[src/rtl/i2c_unjam_pkg.sv]
package i2c_unjam_pkg;
   typedef enum logic [2:0] {
      UJ_IDLE   = 3'd0,
      UJ_SETTLE = 3'd1,
      UJ_CHECK  = 3'd2,
      UJ_LOW    = 3'd3,
      UJ_DONE   = 3'd4
   } uj_state_t;

   localparam int unsigned UJ_LINES = 2;
   localparam int unsigned UJ_SCL_IDX = 0;
   localparam int unsigned UJ_SDA_IDX = 1;
endpackage

[src/rtl/uj_line_sync.sv]
module uj_line_sync #(
   parameter int unsigned LINES  = 2,
   parameter int unsigned STAGES = 2
) (
   input  logic             clk,
   input  logic             rst_n,
   input  logic [LINES-1:0] raw_i,
   output logic [LINES-1:0] sync_o
);
   if (STAGES < 2) begin : g_bad_stages
      $error("uj_line_sync: STAGES must be at least 2");
   end

   logic [LINES-1:0] chain [STAGES];

   for (genvar s = 0; s < STAGES; s++) begin : g_stage
      always_ff @(posedge clk or negedge rst_n) begin
         if (!rst_n) begin
            chain[s] <= '1;
         end else if (s == 0) begin
            chain[s] <= raw_i;
         end else begin
            chain[s] <= chain[(s == 0) ? 0 : s-1];
         end
      end
   end

   assign sync_o = chain[STAGES-1];
endmodule

[src/rtl/uj_down_timer.sv]
module uj_down_timer #(
   parameter int unsigned WIDTH = 4
) (
   input  logic             clk,
   input  logic             rst_n,
   input  logic             load_i,
   input  logic [WIDTH-1:0] load_val_i,
   output logic             zero_o
);
   logic [WIDTH-1:0] cnt_q;

   always_ff @(posedge clk or negedge rst_n) begin
      if (!rst_n) begin
         cnt_q <= '0;
      end else if (load_i) begin
         cnt_q <= load_val_i;
      end else if (cnt_q != '0) begin
         cnt_q <= cnt_q - 1'b1;
      end
   end

   assign zero_o = (cnt_q == '0);
endmodule

[src/rtl/uj_try_counter.sv]
module uj_try_counter #(
   parameter int unsigned LIMIT = 100,
   localparam int unsigned CW   = $clog2(LIMIT + 1)
) (
   input  logic clk,
   input  logic rst_n,
   input  logic clear_i,
   input  logic step_i,
   output logic spent_o
);
   logic [CW-1:0] used_q;

   always_ff @(posedge clk or negedge rst_n) begin
      if (!rst_n) begin
         used_q <= '0;
      end else if (clear_i) begin
         used_q <= '0;
      end else if (step_i && !spent_o) begin
         used_q <= used_q + 1'b1;
      end
   end

   assign spent_o = (used_q >= CW'(LIMIT));
endmodule

[src/rtl/i2c_bus_unjam.sv]
module i2c_bus_unjam
   import i2c_unjam_pkg::*;
#(
   parameter int unsigned PULSE_CYCLES  = 1000,
   parameter int unsigned SETTLE_CYCLES = 1000,
   parameter int unsigned MAX_TRIES     = 100,
   parameter int unsigned SYNC_STAGES   = 2
) (
   input  logic clk,
   input  logic rst_n,
   input  logic start_i,
   input  logic scl_i,
   input  logic sda_i,
   output logic scl_oe_o,
   output logic engine_rst_o,
   output logic done_o,
   output logic ok_o
);
   localparam int unsigned LONGEST = (PULSE_CYCLES > SETTLE_CYCLES) ? PULSE_CYCLES : SETTLE_CYCLES;
   localparam int unsigned TW      = $clog2(LONGEST + 1);
   localparam logic [TW-1:0] PULSE_LOAD  = TW'(PULSE_CYCLES - 1);
   localparam logic [TW-1:0] SETTLE_LOAD = TW'(SETTLE_CYCLES - 1);

   if (PULSE_CYCLES < 1) begin : g_bad_pulse
      $error("i2c_bus_unjam: PULSE_CYCLES must be at least 1");
   end
   if (SETTLE_CYCLES < SYNC_STAGES + 1) begin : g_bad_settle
      $error("i2c_bus_unjam: SETTLE_CYCLES must cover the synchroniser latency");
   end
   if (MAX_TRIES < 1) begin : g_bad_tries
      $error("i2c_bus_unjam: MAX_TRIES must be at least 1");
   end

   uj_state_t state_q, state_d;
   logic [UJ_LINES-1:0] raw_lines, sync_lines;
   logic bus_free;
   logic tmr_load, tmr_zero;
   logic [TW-1:0] tmr_val;
   logic try_clear, try_step, try_spent;
   logic ok_q, ok_d;

   assign raw_lines[UJ_SCL_IDX] = scl_i;
   assign raw_lines[UJ_SDA_IDX] = sda_i;

   uj_line_sync #(
      .LINES  (UJ_LINES),
      .STAGES (SYNC_STAGES)
   ) u_sync (
      .clk    (clk),
      .rst_n  (rst_n),
      .raw_i  (raw_lines),
      .sync_o (sync_lines)
   );

   assign bus_free = &sync_lines;

   uj_down_timer #(
      .WIDTH (TW)
   ) u_timer (
      .clk        (clk),
      .rst_n      (rst_n),
      .load_i     (tmr_load),
      .load_val_i (tmr_val),
      .zero_o     (tmr_zero)
   );

   uj_try_counter #(
      .LIMIT (MAX_TRIES)
   ) u_tries (
      .clk     (clk),
      .rst_n   (rst_n),
      .clear_i (try_clear),
      .step_i  (try_step),
      .spent_o (try_spent)
   );

   always_comb begin
      state_d   = state_q;
      tmr_load  = 1'b0;
      tmr_val   = SETTLE_LOAD;
      try_clear = 1'b0;
      try_step  = 1'b0;
      ok_d      = ok_q;
      unique case (state_q)
         UJ_IDLE: begin
            if (start_i) begin
               state_d   = UJ_SETTLE;
               tmr_load  = 1'b1;
               try_clear = 1'b1;
               ok_d      = 1'b0;
            end
         end
         UJ_SETTLE: begin
            if (tmr_zero) state_d = UJ_CHECK;
         end
         UJ_CHECK: begin
            if (bus_free) begin
               state_d = UJ_DONE;
               ok_d    = 1'b1;
            end else if (try_spent) begin
               state_d = UJ_DONE;
               ok_d    = 1'b0;
            end else begin
               state_d  = UJ_LOW;
               tmr_load = 1'b1;
               tmr_val  = PULSE_LOAD;
               try_step = 1'b1;
            end
         end
         UJ_LOW: begin
            if (tmr_zero) begin
               state_d  = UJ_SETTLE;
               tmr_load = 1'b1;
            end
         end
         UJ_DONE: state_d = UJ_IDLE;
         default: state_d = UJ_IDLE;
      endcase
   end

   always_ff @(posedge clk or negedge rst_n) begin
      if (!rst_n) begin
         state_q <= UJ_IDLE;
         ok_q    <= 1'b0;
      end else begin
         state_q <= state_d;
         ok_q    <= ok_d;
      end
   end

   assign scl_oe_o     = (state_q == UJ_LOW);
   assign engine_rst_o = (state_q == UJ_SETTLE) || (state_q == UJ_CHECK) || (state_q == UJ_LOW);
   assign done_o       = (state_q == UJ_DONE);
   assign ok_o         = ok_q;
endmodule

[config.mk]
export PLATFORM = sky130hd
export DESIGN_NAME = i2c_bus_unjam
export DESIGN_NICKNAME = d
export VERILOG_FILES = /design/src/rtl/i2c_unjam_pkg.sv /design/src/rtl/uj_line_sync.sv /design/src/rtl/uj_down_timer.sv /design/src/rtl/uj_try_counter.sv /design/src/rtl/i2c_bus_unjam.sv
export SDC_FILE = /design/constraint.sdc
export NUM_CORES = 1
export LEC_CHECK = 0
export ABC_CLOCK_PERIOD_IN_PS = 2700
export BUFFER_PORTS_ARGS = -buffer_cell sky130_fd_sc_hd__buf_2
export CORE_ASPECT_RATIO = 1.2
export CORE_MARGIN = 2
export CORE_UTILIZATION = 35
export DETAILED_ROUTE_END_ITERATION = 10
export HOLD_SLACK_MARGIN = 0.12
export SLEW_MARGIN = 10
export SYNTH_ARGS = -nofsm -noshare
export SYNTH_HDL_FRONTEND = slang
export SYNTH_SLANG_ARGS = --single-unit
export TNS_END_PERCENT = 1
[constraint.sdc]
create_clock -name clk -period 2.7 [get_ports clk]
set_input_delay 0.54 -clock clk [delete_from_list [all_inputs] [get_ports clk]]
set_output_delay 0.54 -clock clk [all_outputs]
set_load 0.01 [all_outputs]
==> reports/qor.txt <==
Post-synthesis sequential area ratio -> 49.22%
Initial core utilization -> 35.85%
H-tree depth -> 1
DR vias -> 944
Global route overflow -> 0
CTS clk-pin slew, worst paths -> 0.09 ns
Synthesized area -> 1281 sq um
Unique cell type count in the Yosys netlist -> 39
Final RePlAce weighted congestion -> 0.8435
Crit path cell chain -> inv_1 > ha_1 > or4b_1 > or3_4 > a221oi_2 > a211oi_1
Root Buffer -> clkbuf_8
Maximum clock frequency -> 0.4650 GHz
Synth-to-layout area growth -> 9.961%
Synth Area per Inst -> 10.33 sq um
Critical Path Sink Type -> flop
Worst VDD drop -> 374.0 uV
CTS Buf Count -> 3
Reg area -> 630.6 sq um
Row count -> 24
Hold_buf cts -> 0
DRT Wirelength -> 2419 um
Via count of the first global-routing pass -> 1002
Num ports -> 9
Pleak -> 0.0005941 uW
CP Depth -> 6
Post-CTS sizing -> 0
Count of input and output buffers -> 8
First-pass GRT wire length -> 4436 um
Core Area -> 3573 sq um
PD cells -> 440.5 nW/um^2
Post-DRT Antenna Nets -> 0
Drt wl/cell -> 14.06 um
Fraction of layout cells with a size suffix above 1 -> 16.54%
Clock skew -> 0.008614 ns
Post-synthesis register bit count -> 25
CP startpoint kind -> flop
Initial antenna violation count -> 0
Final period util -> 79.65%
Fin. max-slew vios -> 0
Slew @ Worst Pin -> 0.5958 ns
Total iterations of the first detailed-routing run -> 4
Die width -> 59.23 um
Placed cell count -> 168
Most used DFF post-synth -> dfrtp_1
# clock sinks -> 25
Post-CTS Setup Bufs -> 0
Die Area -> 4162 sq um
Bufs on Longest Clock Path -> 2
Async SR Flop Fraction -> 100.0%
Post-synth EDFFs -> 0
Outcome -> finished clean
Syn Inst Count -> 124
Maximum fanout along the worst path -> 7
Gr usage total -> 13.55%
Syn nets -> 133
Worst hold path class -> primary input to asynchronous set/reset pin
DRC errors left -> 0
MaxCap Viol Count -> 0
CP peak stage delay -> 0.60 ns
Post-Layout Cell Count -> 172
Final Hold Violating Endpoints -> 0
Area of the multi-input gates -> 599.3 sq um
Final Setup Violations -> 0
Setup CP Type -> flop to flop
Latest clock arrival within the worst-skew pair -> 0.27 ns
Delay-heaviest family, CP -> simple AND/OR/NAND/NOR gates
Worst endpoint required time -> 2.86 ns
Crit path time final -> 2.151 ns
Largest net degree at the start of global routing -> 26
Diode count -> 0
Unrepaired setup endpoints after global routing -> false
Ys Warns -> 0
Slew HR -> 60.20%
CP max stage cell -> or4b_1
Starting DRT DRC Count -> 70
Post-DP HPWL -> 1801 um
Die height -> 70.28 um
Vias per Instance -> 5.488
Setup_tns -> 0 ns
Critical Path AT -> 2.31 ns
Crit path buf inv count -> 1
TritonCTS clock tree -> built
# fillers -> 346
R2R depth -> 6
Final Util -> 39.43%
# nets final -> 143
==> final cells by class <==
type | count | share of cell area (%)
repair buffers | 10 | 3.908
well taps | 39 | 3.464
multi-input cells | 86 | 42.54
inverters | 8 | 2.131
flip-flops and latches | 25 | 44.76
clock buffers | 4 | 3.197
==> cells in the final DEF (no fill, tap or decap), types with 2 or more instances in the layout <==
cell	Yosys	layout
ha_1	4	4
o21ai_0	4	4
clkbuf_8	0	3
dfstp_2	4	4
a21oi_1	4	4
nand2_1	14	14
nor2_1	8	8
xnor2_1	3	3
nor3_1	2	2
nand3_1	3	3
buf_4	0	2
o211ai_1	8	8
or4_1	4	4
buf_2	2	8
o31ai_1	6	6
and2_1	3	3
dfrtp_1	21	21
inv_1	8	8
nand4_1	2	2
==> sequential cells by signal (all words and copies together) (netlist names) <==
signal and cells:
u_tries.used_q 7, ok_o 1, u_timer.cnt_q 10, u_sync.chain 2, u_sync.sync_o 2, state_q 3
==> cell usage after synthesis (3+ instances only) <==
cell type | number | area [sq um]
dfstp_2 | 4 | 105.1
nor2_1 | 8 | 30.03
dfrtp_1 | 21 | 525.5
xnor2_1 | 3 | 26.28
ha_1 | 4 | 50.05
inv_1 | 8 | 30.03
nand2_1 | 14 | 52.55
a21oi_1 | 4 | 20.02
or4_1 | 4 | 30.03
nand3_1 | 3 | 15.01
o211ai_1 | 8 | 60.06
clkbuf_1 | 3 | 11.26
and2_1 | 3 | 18.77
o31ai_1 | 6 | 45.04
o21ai_0 | 4 | 20.02
==> kinds of logic (layout without fill, tap and decap cells) <==
| group | Yosys count | count (layout) | share of synthesized area [%] |
|---|---|---|---|
| AO/OA/AOI/OAI | 31 | 31 | 18.75 |
| XOR/XNOR | 3 | 3 | 2.051 |
| adder cells (fa/ha/maj) | 4 | 4 | 3.906 |
| buffers and inverters | 13 | 22 | 4.004 |
| flip-flops | 25 | 25 | 49.22 |
| multiplexers | 2 | 2 | 1.660 |
| AND/OR/NAND/NOR | 46 | 46 | 20.41 |
==> layer usage <==
layer	vias to the layer above	routed length [um]	GRT usage, %
li1	471	-	-
met1	454	1037	17.26
met2	17	1281	21.86
met3	2	86	3.889
met4	0	13	4.040
met5	-	0	0
==> stage by stage <==
step	total power, uW	setup slack [ns]	instance area [sq um]	hold WS, ns
CTS	633.2	0.5391	1409	0.2652
global placement	410.1	0.6165	1364	0.3462
floorplan	398.6	0.7106	1281	0.2444
finish	620.5	0.5494	1409	0.2453
global route	650.9	0.4243	1409	0.2796
detailed placement	411.5	0.5593	1364	0.3469
==> worst reg2reg max path: stages, from the launching register on <==
cell and delay, ns:
dfrtp_1 0.40, inv_1 0.12, ha_1 0.18, or4b_1 0.60
or3_4 0.39, a221oi_2 0.27, a211oi_1 0.07
==> power by group <==
group,leakage (uW),switching [uW],total (uW),internal [uW]
registers,0.000272,3.80,386,382
logic,0.000299,12.2,17.8,5.53
clock network,0.0000228,112,217,105
==> path summary, 6_finish.rpt <==
path,from,endpoint,slack (ns)
min reg2reg,u_sync.chain[3],u_sync.sync_o[1],0.36
max reg2reg,u_timer.cnt_q[0],state_q[1],0.55
min in group clk,u_sync.chain[3],u_sync.sync_o[1],0.36
max,u_timer.cnt_q[0],state_q[1],0.55
min,rst_n,u_timer.cnt_q[4],0.25
max in group asynchronous,rst_n,u_sync.sync_o[0],2.07
(Power assumes the default switching activity.)
